File: src/rtl/codec_pkg.sv
`timescale 1ns/1ps
package codec_pkg;
    localparam logic [7:0] FLAG_BYTE = 8'h7E;
    localparam logic [7:0] ESC_BYTE  = 8'h7D;
    localparam logic [7:0] ESC_MASK  = 8'h20;

    typedef enum logic [2:0] {T_IDLE, T_DATA, T_ESC, T_CK0, T_CK1, T_CLOSE} tx_st_t;
    typedef enum logic [1:0] {R_HUNT, R_DATA, R_ESC} rx_st_t;

    function automatic logic [7:0] add255(input logic [7:0] a, input logic [7:0] b);
        logic [8:0] s;
        s = {1'b0, a} + {1'b0, b};
        if (s >= 9'd255) s = s - 9'd255;
        return s[7:0];
    endfunction

    function automatic logic is_reserved(input logic [7:0] b);
        return (b == FLAG_BYTE) || (b == ESC_BYTE);
    endfunction
endpackage

File: src/rtl/frame_tx.sv
`timescale 1ns/1ps
module frame_tx import codec_pkg::*; #(
    parameter int HDR_BYTES = 4
) (
    input  logic       clk,
    input  logic       rst_n,
    input  logic [7:0] in_data,
    input  logic       in_valid,
    input  logic       in_eop,
    output logic       in_ready,
    output logic [7:0] out_data,
    output logic       out_valid,
    input  logic       out_ready
);
    localparam int IDX_W = $clog2(HDR_BYTES + 1);
    localparam logic [IDX_W-1:0] HDR_IDX = IDX_W'(HDR_BYTES);

    tx_st_t st, st_n, ret, ret_n, nx;
    logic [7:0] escb, escb_n, lo, lo_n, hi, hi_n, od, od_n, ck;
    logic [IDX_W-1:0] idx, idx_n;
    logic ov, ov_n, go;

    assign out_data  = od;
    assign out_valid = ov;

    always_ff @(posedge clk) begin
        if (!rst_n) begin
            st <= T_IDLE; ret <= T_DATA; escb <= '0;
            lo <= '0; hi <= '0; idx <= '0; od <= '0; ov <= 1'b0;
        end else begin
            st <= st_n; ret <= ret_n; escb <= escb_n;
            lo <= lo_n; hi <= hi_n; idx <= idx_n; od <= od_n; ov <= ov_n;
        end
    end

    always_comb begin
        st_n = st; ret_n = ret; escb_n = escb; lo_n = lo; hi_n = hi;
        idx_n = idx; od_n = od;
        go = !ov || out_ready;
        ov_n = go ? 1'b0 : ov;
        in_ready = (st == T_DATA) && go;
        ck = lo;
        nx = T_CK1;
        unique case (st)
            T_IDLE: if (in_valid && go) begin
                od_n = FLAG_BYTE; ov_n = 1'b1; st_n = T_DATA;
                lo_n = '0; hi_n = '0; idx_n = '0;
            end
            T_DATA: if (in_valid && go) begin
                if (idx < HDR_IDX) begin
                    lo_n  = add255(lo, in_data);
                    hi_n  = add255(hi, lo_n);
                    idx_n = idx + IDX_W'(1);
                end
                ov_n = 1'b1;
                if (is_reserved(in_data)) begin
                    od_n = ESC_BYTE; escb_n = in_data ^ ESC_MASK;
                    ret_n = in_eop ? T_CK0 : T_DATA;
                    st_n = T_ESC;
                end else begin
                    od_n = in_data;
                    st_n = in_eop ? T_CK0 : T_DATA;
                end
            end
            T_ESC: if (go) begin
                od_n = escb; ov_n = 1'b1; st_n = ret;
            end
            T_CK0, T_CK1: if (go) begin
                ck = (st == T_CK0) ? lo : hi;
                nx = (st == T_CK0) ? T_CK1 : T_CLOSE;
                ov_n = 1'b1;
                if (is_reserved(ck)) begin
                    od_n = ESC_BYTE; escb_n = ck ^ ESC_MASK; ret_n = nx; st_n = T_ESC;
                end else begin
                    od_n = ck; st_n = nx;
                end
            end
            T_CLOSE: if (go) begin
                od_n = FLAG_BYTE; ov_n = 1'b1; st_n = T_IDLE;
            end
            default: st_n = T_IDLE;
        endcase
    end

    AST_TX_ESC_STALL: assert property (@(posedge clk) disable iff (!rst_n)
        (in_valid && in_ready && is_reserved(in_data)) |=> (!in_ready && out_valid && out_data == ESC_BYTE));
    AST_TX_HOLD: assert property (@(posedge clk) disable iff (!rst_n)
        (out_valid && !out_ready) |=> (out_valid && $stable(out_data)));
    AST_TX_AFTER_ESC: assert property (@(posedge clk) disable iff (!rst_n)
        (out_valid && out_ready && out_data == ESC_BYTE) |=> (out_valid && !is_reserved(out_data)));
endmodule

File: src/rtl/frame_rx.sv
`timescale 1ns/1ps
module frame_rx import codec_pkg::*; #(
    parameter int HDR_BYTES = 4
) (
    input  logic       clk,
    input  logic       rst_n,
    input  logic [7:0] in_data,
    input  logic       in_valid,
    output logic       in_ready,
    output logic [7:0] out_data,
    output logic       out_valid,
    input  logic       out_ready,
    output logic       out_sop,
    output logic       out_eop,
    output logic       out_good,
    output logic       err
);
    localparam int CNT_W = $clog2(HDR_BYTES + 3);
    localparam logic [CNT_W-1:0] CNT_FULL  = CNT_W'(HDR_BYTES + 2);
    localparam logic [CNT_W-1:0] CNT_HDR   = CNT_W'(HDR_BYTES);
    localparam logic [CNT_W-1:0] CNT_THREE = CNT_W'(3);

    rx_st_t st, st_n;
    logic [CNT_W-1:0] cnt, cnt_n;
    logic [7:0] lo, lo_n, hi, hi_n, h0, h0_n, h1, h1_n, h2, h2_n, od, od_n, b;
    logic ov, ov_n, sop, sop_n, eop, eop_n, good, good_n, first, first_n, err_r, err_n;
    logic take, fin, abort_f, start, bad;

    assign in_ready = !ov || out_ready;
    assign out_data = od;
    assign out_valid = ov;
    assign out_sop = sop;
    assign out_eop = eop;
    assign out_good = good;
    assign err = err_r;

    always_ff @(posedge clk) begin
        if (!rst_n) begin
            st <= R_HUNT; cnt <= '0; lo <= '0; hi <= '0;
            h0 <= '0; h1 <= '0; h2 <= '0; od <= '0;
            ov <= 1'b0; sop <= 1'b0; eop <= 1'b0; good <= 1'b0;
            first <= 1'b1; err_r <= 1'b0;
        end else begin
            st <= st_n; cnt <= cnt_n; lo <= lo_n; hi <= hi_n;
            h0 <= h0_n; h1 <= h1_n; h2 <= h2_n; od <= od_n;
            ov <= ov_n; sop <= sop_n; eop <= eop_n; good <= good_n;
            first <= first_n; err_r <= err_n;
        end
    end

    always_comb begin
        st_n = st; cnt_n = cnt; lo_n = lo; hi_n = hi;
        h0_n = h0; h1_n = h1; h2_n = h2; od_n = od;
        sop_n = sop; eop_n = eop; good_n = good; first_n = first;
        ov_n = (ov && out_ready) ? 1'b0 : ov;
        err_n = 1'b0;
        take = 1'b0; fin = 1'b0; abort_f = 1'b0; start = 1'b0; bad = 1'b0;
        b = in_data;
        if (in_valid && in_ready) begin
            unique case (st)
                R_HUNT: if (in_data == FLAG_BYTE) begin
                    start = 1'b1; st_n = R_DATA;
                end
                R_DATA: begin
                    if (in_data == FLAG_BYTE) fin = 1'b1;
                    else if (in_data == ESC_BYTE) st_n = R_ESC;
                    else take = 1'b1;
                end
                R_ESC: begin
                    st_n = R_DATA;
                    if (in_data == FLAG_BYTE) begin
                        fin = 1'b1; abort_f = 1'b1;
                    end else begin
                        take = 1'b1; b = in_data ^ ESC_MASK;
                    end
                end
                default: st_n = R_HUNT;
            endcase
        end
        if (take) begin
            if (cnt >= CNT_THREE) begin
                od_n = h2; sop_n = first; eop_n = 1'b0; good_n = 1'b0;
                ov_n = 1'b1; first_n = 1'b0;
            end
            h2_n = h1; h1_n = h0; h0_n = b;
            if (cnt < CNT_HDR) begin
                lo_n = add255(lo, b);
                hi_n = add255(hi, lo_n);
            end
            if (cnt != CNT_FULL) cnt_n = cnt + CNT_W'(1);
        end
        if (fin) begin
            bad = abort_f || (cnt < CNT_FULL) || (h1 != lo) || (h0 != hi);
            if (cnt >= CNT_THREE) begin
                od_n = h2; sop_n = first; eop_n = 1'b1; good_n = !bad; ov_n = 1'b1;
            end
            if (cnt != '0) err_n = bad;
        end
        if (fin || start) begin
            cnt_n = '0; lo_n = '0; hi_n = '0; first_n = 1'b1;
        end
    end

    AST_RX_HOLD: assert property (@(posedge clk) disable iff (!rst_n)
        (out_valid && !out_ready) |=> (out_valid && $stable(out_data) && $stable(out_eop) && $stable(out_good)));
    AST_RX_GOOD_LAST: assert property (@(posedge clk) disable iff (!rst_n)
        (out_valid && out_good) |-> out_eop);
    AST_RX_ERR_NOT_GOOD: assert property (@(posedge clk) disable iff (!rst_n)
        err |-> !(out_valid && out_good));
    AST_RX_ERR_PULSE: assert property (@(posedge clk) disable iff (!rst_n)
        err |=> !err);
endmodule

File: src/rtl/frame_codec.sv
`timescale 1ns/1ps
module frame_codec #(
    parameter int HDR_BYTES = 4
) (
    input  logic       clk,
    input  logic       rst_n,
    input  logic [7:0] tx_byte,
    input  logic       tx_valid,
    input  logic       tx_last,
    output logic       tx_ready,
    output logic [7:0] line_out_byte,
    output logic       line_out_valid,
    input  logic       line_out_ready,
    input  logic [7:0] line_in_byte,
    input  logic       line_in_valid,
    output logic       line_in_ready,
    output logic [7:0] rx_byte,
    output logic       rx_valid,
    input  logic       rx_ready,
    output logic       rx_first,
    output logic       rx_last,
    output logic       rx_good,
    output logic       rx_err
);
    frame_tx #(.HDR_BYTES(HDR_BYTES)) u_tx (
        .clk(clk), .rst_n(rst_n),
        .in_data(tx_byte), .in_valid(tx_valid), .in_eop(tx_last), .in_ready(tx_ready),
        .out_data(line_out_byte), .out_valid(line_out_valid), .out_ready(line_out_ready)
    );

    frame_rx #(.HDR_BYTES(HDR_BYTES)) u_rx (
        .clk(clk), .rst_n(rst_n),
        .in_data(line_in_byte), .in_valid(line_in_valid), .in_ready(line_in_ready),
        .out_data(rx_byte), .out_valid(rx_valid), .out_ready(rx_ready),
        .out_sop(rx_first), .out_eop(rx_last), .out_good(rx_good), .err(rx_err)
    );
endmodule

File: config.mk
export PLATFORM = sky130hd
export DESIGN_NAME = frame_codec
export DESIGN_NICKNAME = d
export VERILOG_FILES = /design/src/rtl/codec_pkg.sv /design/src/rtl/frame_tx.sv /design/src/rtl/frame_rx.sv /design/src/rtl/frame_codec.sv
export SDC_FILE = /design/constraint.sdc
export NUM_CORES = 1
export LEC_CHECK = 0
export ABC_AREA = 1
export BUFFER_PORTS_ARGS = -buffer_cell sky130_fd_sc_hd__buf_2
export CORE_AREA = 2 2 201 124
export DETAILED_ROUTE_END_ITERATION = 12
export DIE_AREA = 0 0 203 126
export HOLD_SLACK_MARGIN = 0.03
export PLACE_DENSITY = 0.48
export SYNTH_ARGS = -nofsm -noshare
export SYNTH_HDL_FRONTEND = slang
export SYNTH_SLANG_ARGS = --single-unit
File: constraint.sdc
create_clock -name clk -period 13.27 [get_ports clk]
set_input_delay 2.654 -clock clk [delete_from_list [all_inputs] [get_ports clk]]
set_output_delay 2.654 -clock clk [all_outputs]
set_load 0.01 [all_outputs]
==> results of run 1 <==
## cells in the mapped netlist, drive strengths merged
cell       n
xnor2      8
o22ai      6
nand3     81
nand2    251
fa         4
a2111oi    1
clkinv     5
buf        9
a41oi      1
o211ai     2
o21bai     2
and3       1
nor3      15
nor4       1
o21ai     73
a211oi     4
nand3b     8
a21oi    104
a221oi     4
or2        3
nor2      81
nand4     19
o2111ai    3
xor2      18
ha        47
clkbuf    15
a31oi      5
o21a       4
and2       5
inv      142
dfxtp    101
## kinds of logic after synthesis
| logic type | after synthesis | synth area share [%] |
|---|---|---|
| AO/OA/AOI/OAI | 209 | 17.1 |
| XOR/XNOR | 26 | 3.67 |
| adder cells (fa/ha/maj) | 51 | 9.52 |
| buffers and inverters | 171 | 9.68 |
| flip-flops | 101 | 28.8 |
| AND/OR/NAND/NOR | 465 | 31.2 |
## final timing paths
kind / start / end / slack, ps / cells past startpoint
max reg2reg: u_rx.st[0]$_SDFFE_PN0P_ / u_rx.hi[4]$_SDFFE_PP0P_ / 8510 / 30
min reg2reg: u_tx.escb[7]$_SDFFE_PN0P_ / u_tx.escb[7]$_SDFFE_PN0P_ / 450 / 2
min: u_tx.escb[7]$_SDFFE_PN0P_ / u_tx.escb[7]$_SDFFE_PN0P_ / 450 / 2
max: line_in_byte[5] / u_rx.hi[4]$_SDFFE_PP0P_ / 6300 / 30
## area by class of cell
class,count,area share [%]
antenna,1,0.0318
clock buffer,10,2.91
timing repair buffer,51,3.41
inverter,147,7.08
sequential,101,25.7
clock inverter,5,0.780
tap,322,5.12
multi-input combinational,751,54.9
## worst max-delay path, delay by kind of cell
family | cells | cell delay [ps]
adder cells (fa/ha/maj) | 3 | 910
AO/OA/AOI/OAI | 3 | 900
AND/OR/NAND/NOR | 18 | 2190
XOR/XNOR | 1 | 200
buffers and inverters | 5 | 430
## where the power goes
| part | total, mW | switching (mW) | internal [mW] |
|---|---|---|---|
| Sequential | 0.317 | 0.00734 | 0.310 |
| Combinational | 0.152 | 0.102 | 0.0503 |
| Clock | 0.269 | 0.122 | 0.147 |
| Total | 0.738 | 0.231 | 0.507 |
## metal layers
layer	wire length, um	GRT usage (%)	up-vias
li1	-	-	3447
met3	1580	4.66	13
met2	7280	20.7	170
met1	12500	29.4	3032
met5	0	0	-
met4	216	2.71	0
## registers in the layout, summed over array words and instances, names as in the netlist
register,count
u_rx.cnt,3
u_rx.err,1
u_rx.first,1
u_rx.h0,8
u_rx.h1,8
u_rx.h2,8
u_rx.hi,8
u_rx.lo,8
u_rx.out_data,8
u_rx.out_eop,1
u_rx.out_good,1
u_rx.out_sop,1
u_rx.out_valid,1
u_rx.st,2
u_tx.escb,8
u_tx.hi,8
u_tx.idx,3
u_tx.lo,8
u_tx.out_data,8
u_tx.out_valid,1
u_tx.ret,3
u_tx.st,3
==> results.md, run 1 <==
- Result of the run: finished clean
- Total non-filler cell area in the finished layout: 0.00786 mm2
- Most common cell type on the critical path: sky130_fd_sc_hd__nand2_1
- Cell at the root of the clock tree: sky130_fd_sc_hd__clkbuf_16
- Max_cap viols: 0
- Nature of the critical path endpoint: flop
- Setup bufs post-CTS: 0
- Standard cell area after detailed placement: 0.00757 mm2
- Input/output buffers: 46
- Clk_skew: 11.7 ps
- Clock Sinks: 101
- Headroom to the max-slew limit: 49.8%
- GPL Wtd Cong: 0.853
- Startpoint kind of the worst setup timing path: input port
- Initial Util: 29.6%
- Arrival time of data at the critical path endpoint: 7270 ps
- Drt initial violations: 532
- Clock tree from TritonCTS: built
- CP max stage delay: 440 ps
- Critical path start-end classification: input port to flop
- Wire per inst: 15.5 um
- Min cycle time layout: 6970 ps
- Post-route non-filler standard cell count: 1388
- Count of vias placed by the detailed router: 6662
- Overall Global Routing Usage: 17.4%
- Via count of the first global-routing pass: 5940
- Post-route worst hold slack: 447 ps
- Horizontal die dimension: 203 um
- Placement Rows: 44
- Placed Cells incl. Taps: 1372
- Synthesized Nets: 1097
- Final setup fails: 0
- Number of buffers inserted during clock tree synthesis: 9
- DRC Markers: 0
- Area taken by multi-input logic gates: 0.00432 mm2
- Core area: 0.0237 mm2
- Post-Place Worst Slack: 5910 ps
- Flop and latch count out of synthesis: 101
- Commonest non-fill, non-tap cell in the layout: sky130_fd_sc_hd__nand2_1
- Proportion of netlist area held by the largest area contributor: 28.8%
- Final layout net count: 1135
- # hold bufs at CTS: 0
- Clock slew seen by the registers of the worst setup and hold paths: 70 ps
- Pin slew with the least headroom to its limit: 735 ps
- Clock latency on the worst-skew pair: 350 ps
- Required time reported for the critical path endpoint: 13570 ps
- Final HPWL DP: 17100 um
- Remaining antenna violation count: 0
- Vias per inst: 4.80
- Longest Clk Path Bufs: 2
- Final hold violations: 0
- Filler cell count: 2589
- Area growth from synthesis to layout: 12.0%
- Synthesized cell area: 0.00702 mm2
- Resize count post-CTS: 0
- Worst-path cell with the longest stage delay: sky130_fd_sc_hd__a21oi_2
- Total wirelength of the detailed-routed design: 21600 um
- Commonest cells after routing, fill and taps aside: sky130_fd_sc_hd__nand2_1 (230), sky130_fd_sc_hd__inv_1 (136), sky130_fd_sc_hd__dfxtp_1 (101), sky130_fd_sc_hd__a21oi_1 (98)
- Maximum operating frequency: 143 MHz
- PnR Total Power: 0.738 mW
- Fraction of final layout cells sized beyond drive strength 1: 12.5%
- Number of detailed-routing iterations run before antenna repair: 7
- Remaining global-route overflow: 0
- Setup TNS: 0 ps
- Syn_area_per_cell: 6.86 um2
- Largest net degree at the start of global routing: 50
- Seq/Total Area, Yosys: 28.8%
- Post-layout util: 33.1%
- Die Footprint: 0.0256 mm2
- First-pass GRT wire length: 34400 um
- Count of H-tree levels built during CTS: 3
- Final Max Tran Viols: 0
- IR drop worst, VDD: 0.0506 mV
- Setup repair after global routing missed its margin: no
- Synth area leaders: sky130_fd_sc_hd__dfxtp_1 (29%), sky130_fd_sc_hd__nand2_1 (12%), sky130_fd_sc_hd__ha_1 (8.4%)
- Portion of the clock cycle consumed by the worst path in the final layout: 52.5%
- Peak fanout along the critical path: 9
- Leakage Power: 3.65 nW
- FF+latch area: 0.00202 mm2
- Io pins: 47
- Power per Cell Area: 93.9 mW/mm2
- Cell count after synthesis: 1023
- Cell taking the most area after synthesis: sky130_fd_sc_hd__dfxtp_1
- Antenna violations before repair: 1
- Path class of the lowest-slack min-delay path: flop to flop
- Die extent in y: 126 um
- Number of distinct library cell variants in the gate-level netlist after synthesis: 52
- Final Worst Setup Slack: 6300 ps
- Number of warnings reported in the yosys synthesis log: 0
Power figures use the tool's default switching activity.
==> inputs of run 2 (changes only) <==
==> constraint.sdc (replaced) <==
create_clock -name clk -period 6.8 [get_ports clk]
set_input_delay 1.36 -clock clk [delete_from_list [all_inputs] [get_ports clk]]
set_output_delay 1.36 -clock clk [all_outputs]
set_load 0.01 [all_outputs]
==> run 2 against run 1 <==
Effect of this change: power rose by 93%; hold slack improved by 1.5 ps; combinational power up 94%; sequential power increased by 95%; clock power is 88% higher; critical path type unchanged; critical endpoint is now u_rx.hi[1]$_SDFFE_PP0P_; largest cell class unchanged; largest power group unchanged; highest routed layer unchanged.
==> results.md, run 2 (same netlist as run 1, synthesis figures left out) <==
- Result of the run: finished clean
- Count of H-tree levels built during CTS: 3
- Worst-path cell with the longest stage delay: sky130_fd_sc_hd__fa_1
- Longest Clk Path Bufs: 2
- Clock slew seen by the registers of the worst setup and hold paths: 70 ps
- Total wirelength of the detailed-routed design: 21500 um
- Number of buffers inserted during clock tree synthesis: 9
- Nature of the critical path endpoint: flop
- Most common cell type on the critical path: sky130_fd_sc_hd__nand2_1
- Placement Rows: 44
- Required time reported for the critical path endpoint: 7110 ps
- Start point of the critical path: line_in_byte[5]
- Worst r2r src: u_rx.st[0]$_SDFFE_PN0P_
- Peak fanout along the critical path: 8
- Final HPWL DP: 17000 um
- Final layout net count: 1135
- Portion of total power attributed to the clock network: 35.6%
- Setup TNS: 0 ps
- Remaining global-route overflow: 0
- Final Worst Setup Slack: 1090 ps
- CP max stage delay: 400 ps
- Fraction of power spent switching nets: 32.7%
- Critical path's top delay family: simple AND/OR/NAND/NOR gates
- Final Max Tran Viols: 0
- Number of detailed-routing iterations run before antenna repair: 5
- Io pins: 47
- Core area: 0.0237 mm2
- # hold bufs at CTS: 0
- IR drop worst, VDD: 0.0904 mV
- Power share of the sequential group: 43.6%
- Input/output buffers: 46
- Resize count post-CTS: 0
- Die extent in y: 126 um
- Critical path start-end classification: input port to flop
- Min cycle time layout: 5710 ps
- Remaining antenna violation count: 0
- Power dissipated by switching net loads: 0.464 mW
- Wire per inst: 15.5 um
- Leakage Power: 3.65 nW
- Buffer and inverter count on the worst path: 6
- Setup bufs post-CTS: 0
- Pin slew with the least headroom to its limit: 716 ps
- Filler cell count: 2609
- Clk_skew: 8.39 ps
- Post-Place Worst Slack: 754 ps
- Power per Cell Area: 181 mW/mm2
- Clock latency on the worst-skew pair: 360 ps
- First-pass GRT wire length: 35000 um
- Vias per inst: 4.78
- Fraction of final layout cells sized beyond drive strength 1: 12.7%
- Largest net degree at the start of global routing: 50
- Final hold violations: 0
- Placed Cells incl. Taps: 1372
- Post-route non-filler standard cell count: 1389
- Initial Util: 29.6%
- Max_cap viols: 0
- Drt initial violations: 600
- Area growth from synthesis to layout: 11.9%
- Die Footprint: 0.0256 mm2
- Setup repair after global routing missed its margin: no
- Cell at the root of the clock tree: sky130_fd_sc_hd__clkbuf_16
- Commonest cells after routing, fill and taps aside: sky130_fd_sc_hd__nand2_1 (230), sky130_fd_sc_hd__inv_1 (136), sky130_fd_sc_hd__dfxtp_1 (101), sky130_fd_sc_hd__a21oi_1 (98)
- Count of vias placed by the detailed router: 6640
- DRC Markers: 0
- Portion of the clock cycle consumed by the worst path in the final layout: 84.0%
- Final setup fails: 0
- Path class of the lowest-slack min-delay path: flop to flop
- Maximum operating frequency: 175 MHz
- Via count of the first global-routing pass: 6108
- Portion of total power attributed to combinational logic: 20.8%
- Antenna violations before repair: 1
- Horizontal die dimension: 203 um
- Arrival time of data at the critical path endpoint: 6020 ps
- Clock tree from TritonCTS: built
- Startpoint kind of the worst setup timing path: input port
- Headroom to the max-slew limit: 51.0%
- Cell-internal power: 0.957 mW
- Overall Global Routing Usage: 17.6%
- HP Start: u_rx.first$_SDFFE_PP1P_
- Post-layout util: 33.1%
- Clock Sinks: 101
- GPL Wtd Cong: 0.862
- Commonest non-fill, non-tap cell in the layout: sky130_fd_sc_hd__nand2_1
- Post-route worst hold slack: 449 ps
==> run 2: cell count changes in the layout (fill, tap and decap cells not counted) <==
cell | before | now
sky130_fd_sc_hd__bufinv_16 | 1 | 0
sky130_fd_sc_hd__clkbuf_1 | 1 | 0
sky130_fd_sc_hd__clkinv_2 | 1 | 2
sky130_fd_sc_hd__inv_6 | 2 | 3
sky130_fd_sc_hd__inv_8 | 0 | 1
==> run 2: power groups by stage <==
stage	logic, mW	clock network [mW]	registers (mW)
2_1_floorplan	0.217	0	0.628
3_3_place_gp	0.295	0	0.633
3_5_place_dp	0.292	0	0.633
4_1_cts	0.294	0.527	0.619
5_1_grt	0.337	0.552	0.621
6_report	0.295	0.507	0.619
==> run 2: tightest hold or removal path, delay by kind of cell, from the launching register on <==
| kind | cells | cell delay, ps |
|---|---|---|
| flip-flops | 1 | 310 |
| AND/OR/NAND/NOR | 2 | 100 |
==> run 2: area by class of cell <==
class                   count  area (um2)  share of cell area [%]
multi-input cells         751        4320                    55.0
clock buffers               9         225                    2.87
inverters                 147         557                    7.09
flip-flops and latches    101        2020                    25.7
clock inverters             7        56.3                   0.717
well taps                 322         403                    5.13
diodes                      1        2.50                  0.0319
repair buffers             51         268                    3.41
==> run 2: routing by layer <==
metal | GRT usage (%) | wire length (um)
met1 | 30.0 | 12700
met2 | 21.0 | 7200
met3 | 4.45 | 1530
met4 | 2.88 | 154
met5 | 0 | 0
==> run 2: path summary, 6_finish.rpt <==
| path | endpoint | cells after the start | slack, ps |
|---|---|---|---|
| worst max-delay path | u_rx.hi[1]$_SDFFE_PP0P_ | 34 | 1090 |
| worst min-delay path | u_rx.first$_SDFFE_PP1P_ | 2 | 450 |
| worst max register to register | u_rx.hi[1]$_SDFFE_PP0P_ | 34 | 1980 |
| worst min register to register | u_rx.first$_SDFFE_PP1P_ | 2 | 450 |
==> run 2: per-stage QoR <==
step	area [um2]	total power, mW
2_1_floorplan	7020	0.845
3_3_place_gp	7570	0.928
3_5_place_dp	7570	0.925
4_1_cts	7850	1.44
5_1_grt	7850	1.51
6_report	7850	1.42
==> inputs of run 3 (changes only) <==
--- a/config.mk
+++ b/config.mk
@@ -5,11 +5,11 @@
 export SDC_FILE = /design/constraint.sdc
 export NUM_CORES = 1
 export LEC_CHECK = 0
-export ABC_AREA = 1
+export ABC_AREA = 0
 export BUFFER_PORTS_ARGS = -buffer_cell sky130_fd_sc_hd__buf_2
-export CORE_AREA = 2 2 201 124
+export CORE_AREA = 2 2 205 126
 export DETAILED_ROUTE_END_ITERATION = 12
-export DIE_AREA = 0 0 203 126
+export DIE_AREA = 0 0 207 128
 export HOLD_SLACK_MARGIN = 0.03
 export PLACE_DENSITY = 0.48
 export SYNTH_ARGS = -nofsm -noshare
==> constraint.sdc (replaced) <==
create_clock -name clk -period 5.62 [get_ports clk]
set_input_delay 1.124 -clock clk [delete_from_list [all_inputs] [get_ports clk]]
set_output_delay 1.124 -clock clk [all_outputs]
set_load 0.01 [all_outputs]
==> run 3 against run 2 <==
Effect of this change: final cell count down 6.1%; via count grew 3.6%; sequential share of layout area fell by 2.3 points; hold slack gained 18 ps.
==> results.md, run 3 <==
- Result of the run: finished clean
- Path class of the lowest-slack min-delay path: flop to flop
- GRT met1 Usage: 28.7%
- Via count of the first global-routing pass: 6283
- Filler cell count: 2602
- Startpoint kind of the worst setup timing path: input port
- Input/output buffers: 46
- Number of distinct library cell variants in the gate-level netlist after synthesis: 88
- Drt initial violations: 593
- Commonest non-fill, non-tap cell in the layout: sky130_fd_sc_hd__dfxtp_1
- Portion of total power attributed to the clock network: 33.4%
- Most utilized layer in the global route result: met1
- Pin slew with the least headroom to its limit: 1070 ps
- Synthesized Nets: 961
- Clock Sinks: 101
- Headroom to the max-slew limit: 28.6%
- Fraction of power spent switching nets: 32.2%
- PnR Total Power: 2.11 mW
- Core area: 0.0248 mm2
- Final layout net count: 1044
- Number of warnings reported in the yosys synthesis log: 0
- Portion of total power attributed to combinational logic: 30.3%
- Number of synthesized flops with an enable pin: 0
- Maximum operating frequency: 191 MHz
- Longest Clk Path Bufs: 2
- Final HPWL DP: 17900 um
- Met3 routing resource usage after global routing: 5.88%
- GR Util met2: 21.1%
- Remaining antenna violation count: 0
- Io pins: 47
- Cell-internal power: 1.43 mW
- Power share of the sequential group: 36.4%
- Cell at the root of the clock tree: sky130_fd_sc_hd__clkbuf_16
- Max_cap viols: 0
- Most used DFF post-synth: sky130_fd_sc_hd__dfxtp_1
- Standard cell area after detailed placement: 0.00828 mm2
- Leakage Power: 3.54 nW
- Portion of the clock cycle consumed by the worst path in the final layout: 93.2%
- Final hold violations: 0
- Count of vias placed by the detailed router: 6878
- Total wirelength of the detailed-routed design: 22900 um
- Total non-filler cell area in the finished layout: 0.00864 mm2
- Syn_area_per_cell: 8.24 um2
- Initial Util: 29.5%
- Area growth from synthesis to layout: 18.1%
- Remaining global-route overflow: 0
- Flop and latch count out of synthesis: 101
- DRC Markers: 0
- Final Max Tran Viols: 0
- Number of detailed-routing iterations run before antenna repair: 5
- Min cycle time layout: 5240 ps
- Overall Global Routing Usage: 17.7%
- Final setup fails: 0
- Vias per inst: 5.27
- Cell taking the most area after synthesis: sky130_fd_sc_hd__dfxtp_1
- Fraction of final layout cells sized beyond drive strength 1: 16.6%
- Die Footprint: 0.0265 mm2
- Seq/Total Area, Yosys: 27.7%
- Setup repair after global routing missed its margin: no
- Wire per inst: 17.5 um
- Number of cells on the worst hold path: 2
- Cell count after synthesis: 887
- Critical path start-end classification: input port to flop
- Required time reported for the critical path endpoint: 5850 ps
- Power dissipated by switching net loads: 0.679 mW
- Library cell with the highest instance count after synthesis: sky130_fd_sc_hd__dfxtp_1
- Horizontal die dimension: 207 um
- Clock tree from TritonCTS: built
- Commonest cells after routing, fill and taps aside: sky130_fd_sc_hd__dfxtp_1 (101), sky130_fd_sc_hd__nand2_1 (71), sky130_fd_sc_hd__nor2_1 (66), sky130_fd_sc_hd__buf_4 (65), sky130_fd_sc_hd__nor2b_1 (48)
- Clock slew seen by the registers of the worst setup and hold paths: 70 ps
- Arrival time of data at the critical path endpoint: 5470 ps
- Setup TNS: 0 ps
- Power per Cell Area: 244 mW/mm2
- Count of H-tree levels built during CTS: 3
- First-pass GRT wire length: 36500 um
- Clk_skew: 9.27 ps
- Antenna violations before repair: 0
- Proportion of netlist area held by the largest area contributor: 27.7%
- GPL Wtd Cong: 0.899
- Synth area leaders: sky130_fd_sc_hd__dfxtp_1 (28%), sky130_fd_sc_hd__ha_1 (8.0%), sky130_fd_sc_hd__mux2i_1 (6.3%)
- Peak fanout along the critical path: 3
- Clock latency on the worst-skew pair: 360 ps
- Synthesized cell area: 0.00731 mm2
- Die extent in y: 128 um
- Fraction of synthesis flops using an asynchronous set or reset pin: 0%
- Largest net degree at the start of global routing: 38
- Number of buffers inserted during clock tree synthesis: 9
- IR drop worst, VDD: 0.135 mV
- Diode count: 0
- Number of cells on the worst reg-to-reg path: 19
- Nature of the critical path endpoint: flop
- Placement Rows: 45
- Leading cell types by count after synthesis: sky130_fd_sc_hd__dfxtp_1 (101), sky130_fd_sc_hd__nand2_1 (71), sky130_fd_sc_hd__nor2_1 (67)
run 3: changes by cell type after synthesis, moves of 13 or more:
cell	change
sky130_fd_sc_hd__inv_1	-110
sky130_fd_sc_hd__nor2b_1	+48
sky130_fd_sc_hd__nand3_1	-40
sky130_fd_sc_hd__o21ai_0	-20
sky130_fd_sc_hd__nand2_2	-14
sky130_fd_sc_hd__a21oi_1	-56
sky130_fd_sc_hd__and3_1	+13
sky130_fd_sc_hd__mux2i_1	+46
sky130_fd_sc_hd__nand2_1	-159
run 3: final timing paths:
| check | startpoint | end | slack [ps] |
|---|---|---|---|
| worst min-delay path | u_tx.out_data[3]$_SDFFE_PN0P_ | u_tx.out_data[3]$_SDFFE_PN0P_ | 470 |
| worst max register to register | u_tx.lo[0]$_SDFFE_PN0P_ | u_tx.hi[1]$_SDFFE_PN0P_ | 750 |
| worst max-delay path | tx_byte[0] | u_tx.hi[1]$_SDFFE_PN0P_ | 380 |
| worst min register to register | u_tx.out_data[3]$_SDFFE_PN0P_ | u_tx.out_data[3]$_SDFFE_PN0P_ | 470 |
run 3: per-stage QoR:
step	utilization [%]	setup slack (ps)	cells	hold WS, ps
floorplan	-	293	887	422
global placement	33.4	106	1288	433
detailed placement	33.4	-0.642	1288	456
CTS	34.8	375	1304	466
global route	34.9	8.49	1304	489
finish	34.9	381	1304	466
run 3: layout make-up:
class / instances / area [um2] / area share, %
multi-input cells: 719 / 5050 / 58.5
flip-flops and latches: 101 / 2020 / 23.4
repair buffers: 111 / 718 / 8.32
well taps: 329 / 412 / 4.77
clock buffers: 13 / 260 / 3.01
inverters: 28 / 105 / 1.22
clock inverters: 3 / 67.6 / 0.782
run 3: power groups by stage:
stage                     clock network, mW  logic, mW  registers (mW)
after floorplan                           0      0.398           0.769
after global placement                    0      0.630           0.784
after detailed placement                  0      0.625           0.783
after CTS                             0.734      0.630           0.766
after global routing                  0.758      0.706           0.769
final                                 0.703      0.639           0.767
run 3: worst max-delay path, cell delays in order:
cell and delay [ps]:
sky130_fd_sc_hd__buf_2 100, sky130_fd_sc_hd__ha_1 160, sky130_fd_sc_hd__inv_1 50, sky130_fd_sc_hd__fa_1 390, sky130_fd_sc_hd__nand2b_1 200, sky130_fd_sc_hd__a21oi_2 220, sky130_fd_sc_hd__xor2_1 300, sky130_fd_sc_hd__nand3_1 180
sky130_fd_sc_hd__nor2_1 190, sky130_fd_sc_hd__a21oi_1 150, sky130_fd_sc_hd__mux2_1 410, sky130_fd_sc_hd__buf_4 160, sky130_fd_sc_hd__ha_1 300, sky130_fd_sc_hd__a211oi_1 340, sky130_fd_sc_hd__o21bai_1 150, sky130_fd_sc_hd__o21ai_0 140
sky130_fd_sc_hd__nor3_1 140, sky130_fd_sc_hd__a41oi_1 380, sky130_fd_sc_hd__mux2i_1 310, sky130_fd_sc_hd__o21ai_1 80
run 3: timing repair:
action | CTS | global route
hold buffers | 0 | 0
gates resized for setup | 0 | 5
endpoints found under the setup margin | 0 | 4
buffers inserted | 0 | 0
run 3: per-layer routing:
| layer | part of all wire [%] | wire length, um |
|---|---|---|
| met1 | 56 | 12900 |
| met2 | 34 | 7780 |
| met3 | 9.0 | 2060 |
| met4 | 0.67 | 153 |
| met5 | 0 | 0 |
run 3: logic make-up (layout without fill, tap and decap cells):
kind of cell,count (synthesis),after routing,share of synthesized area [%]
and+or+nand+nor,328,328,23.3
AOI/OAI and AO/OA,243,243,23.1
DFF,101,101,27.7
buffers and inverters,67,155,3.75
adders and majority gates,51,51,9.14
muxes,50,50,6.91
xor gates and xnor gates,47,47,6.09
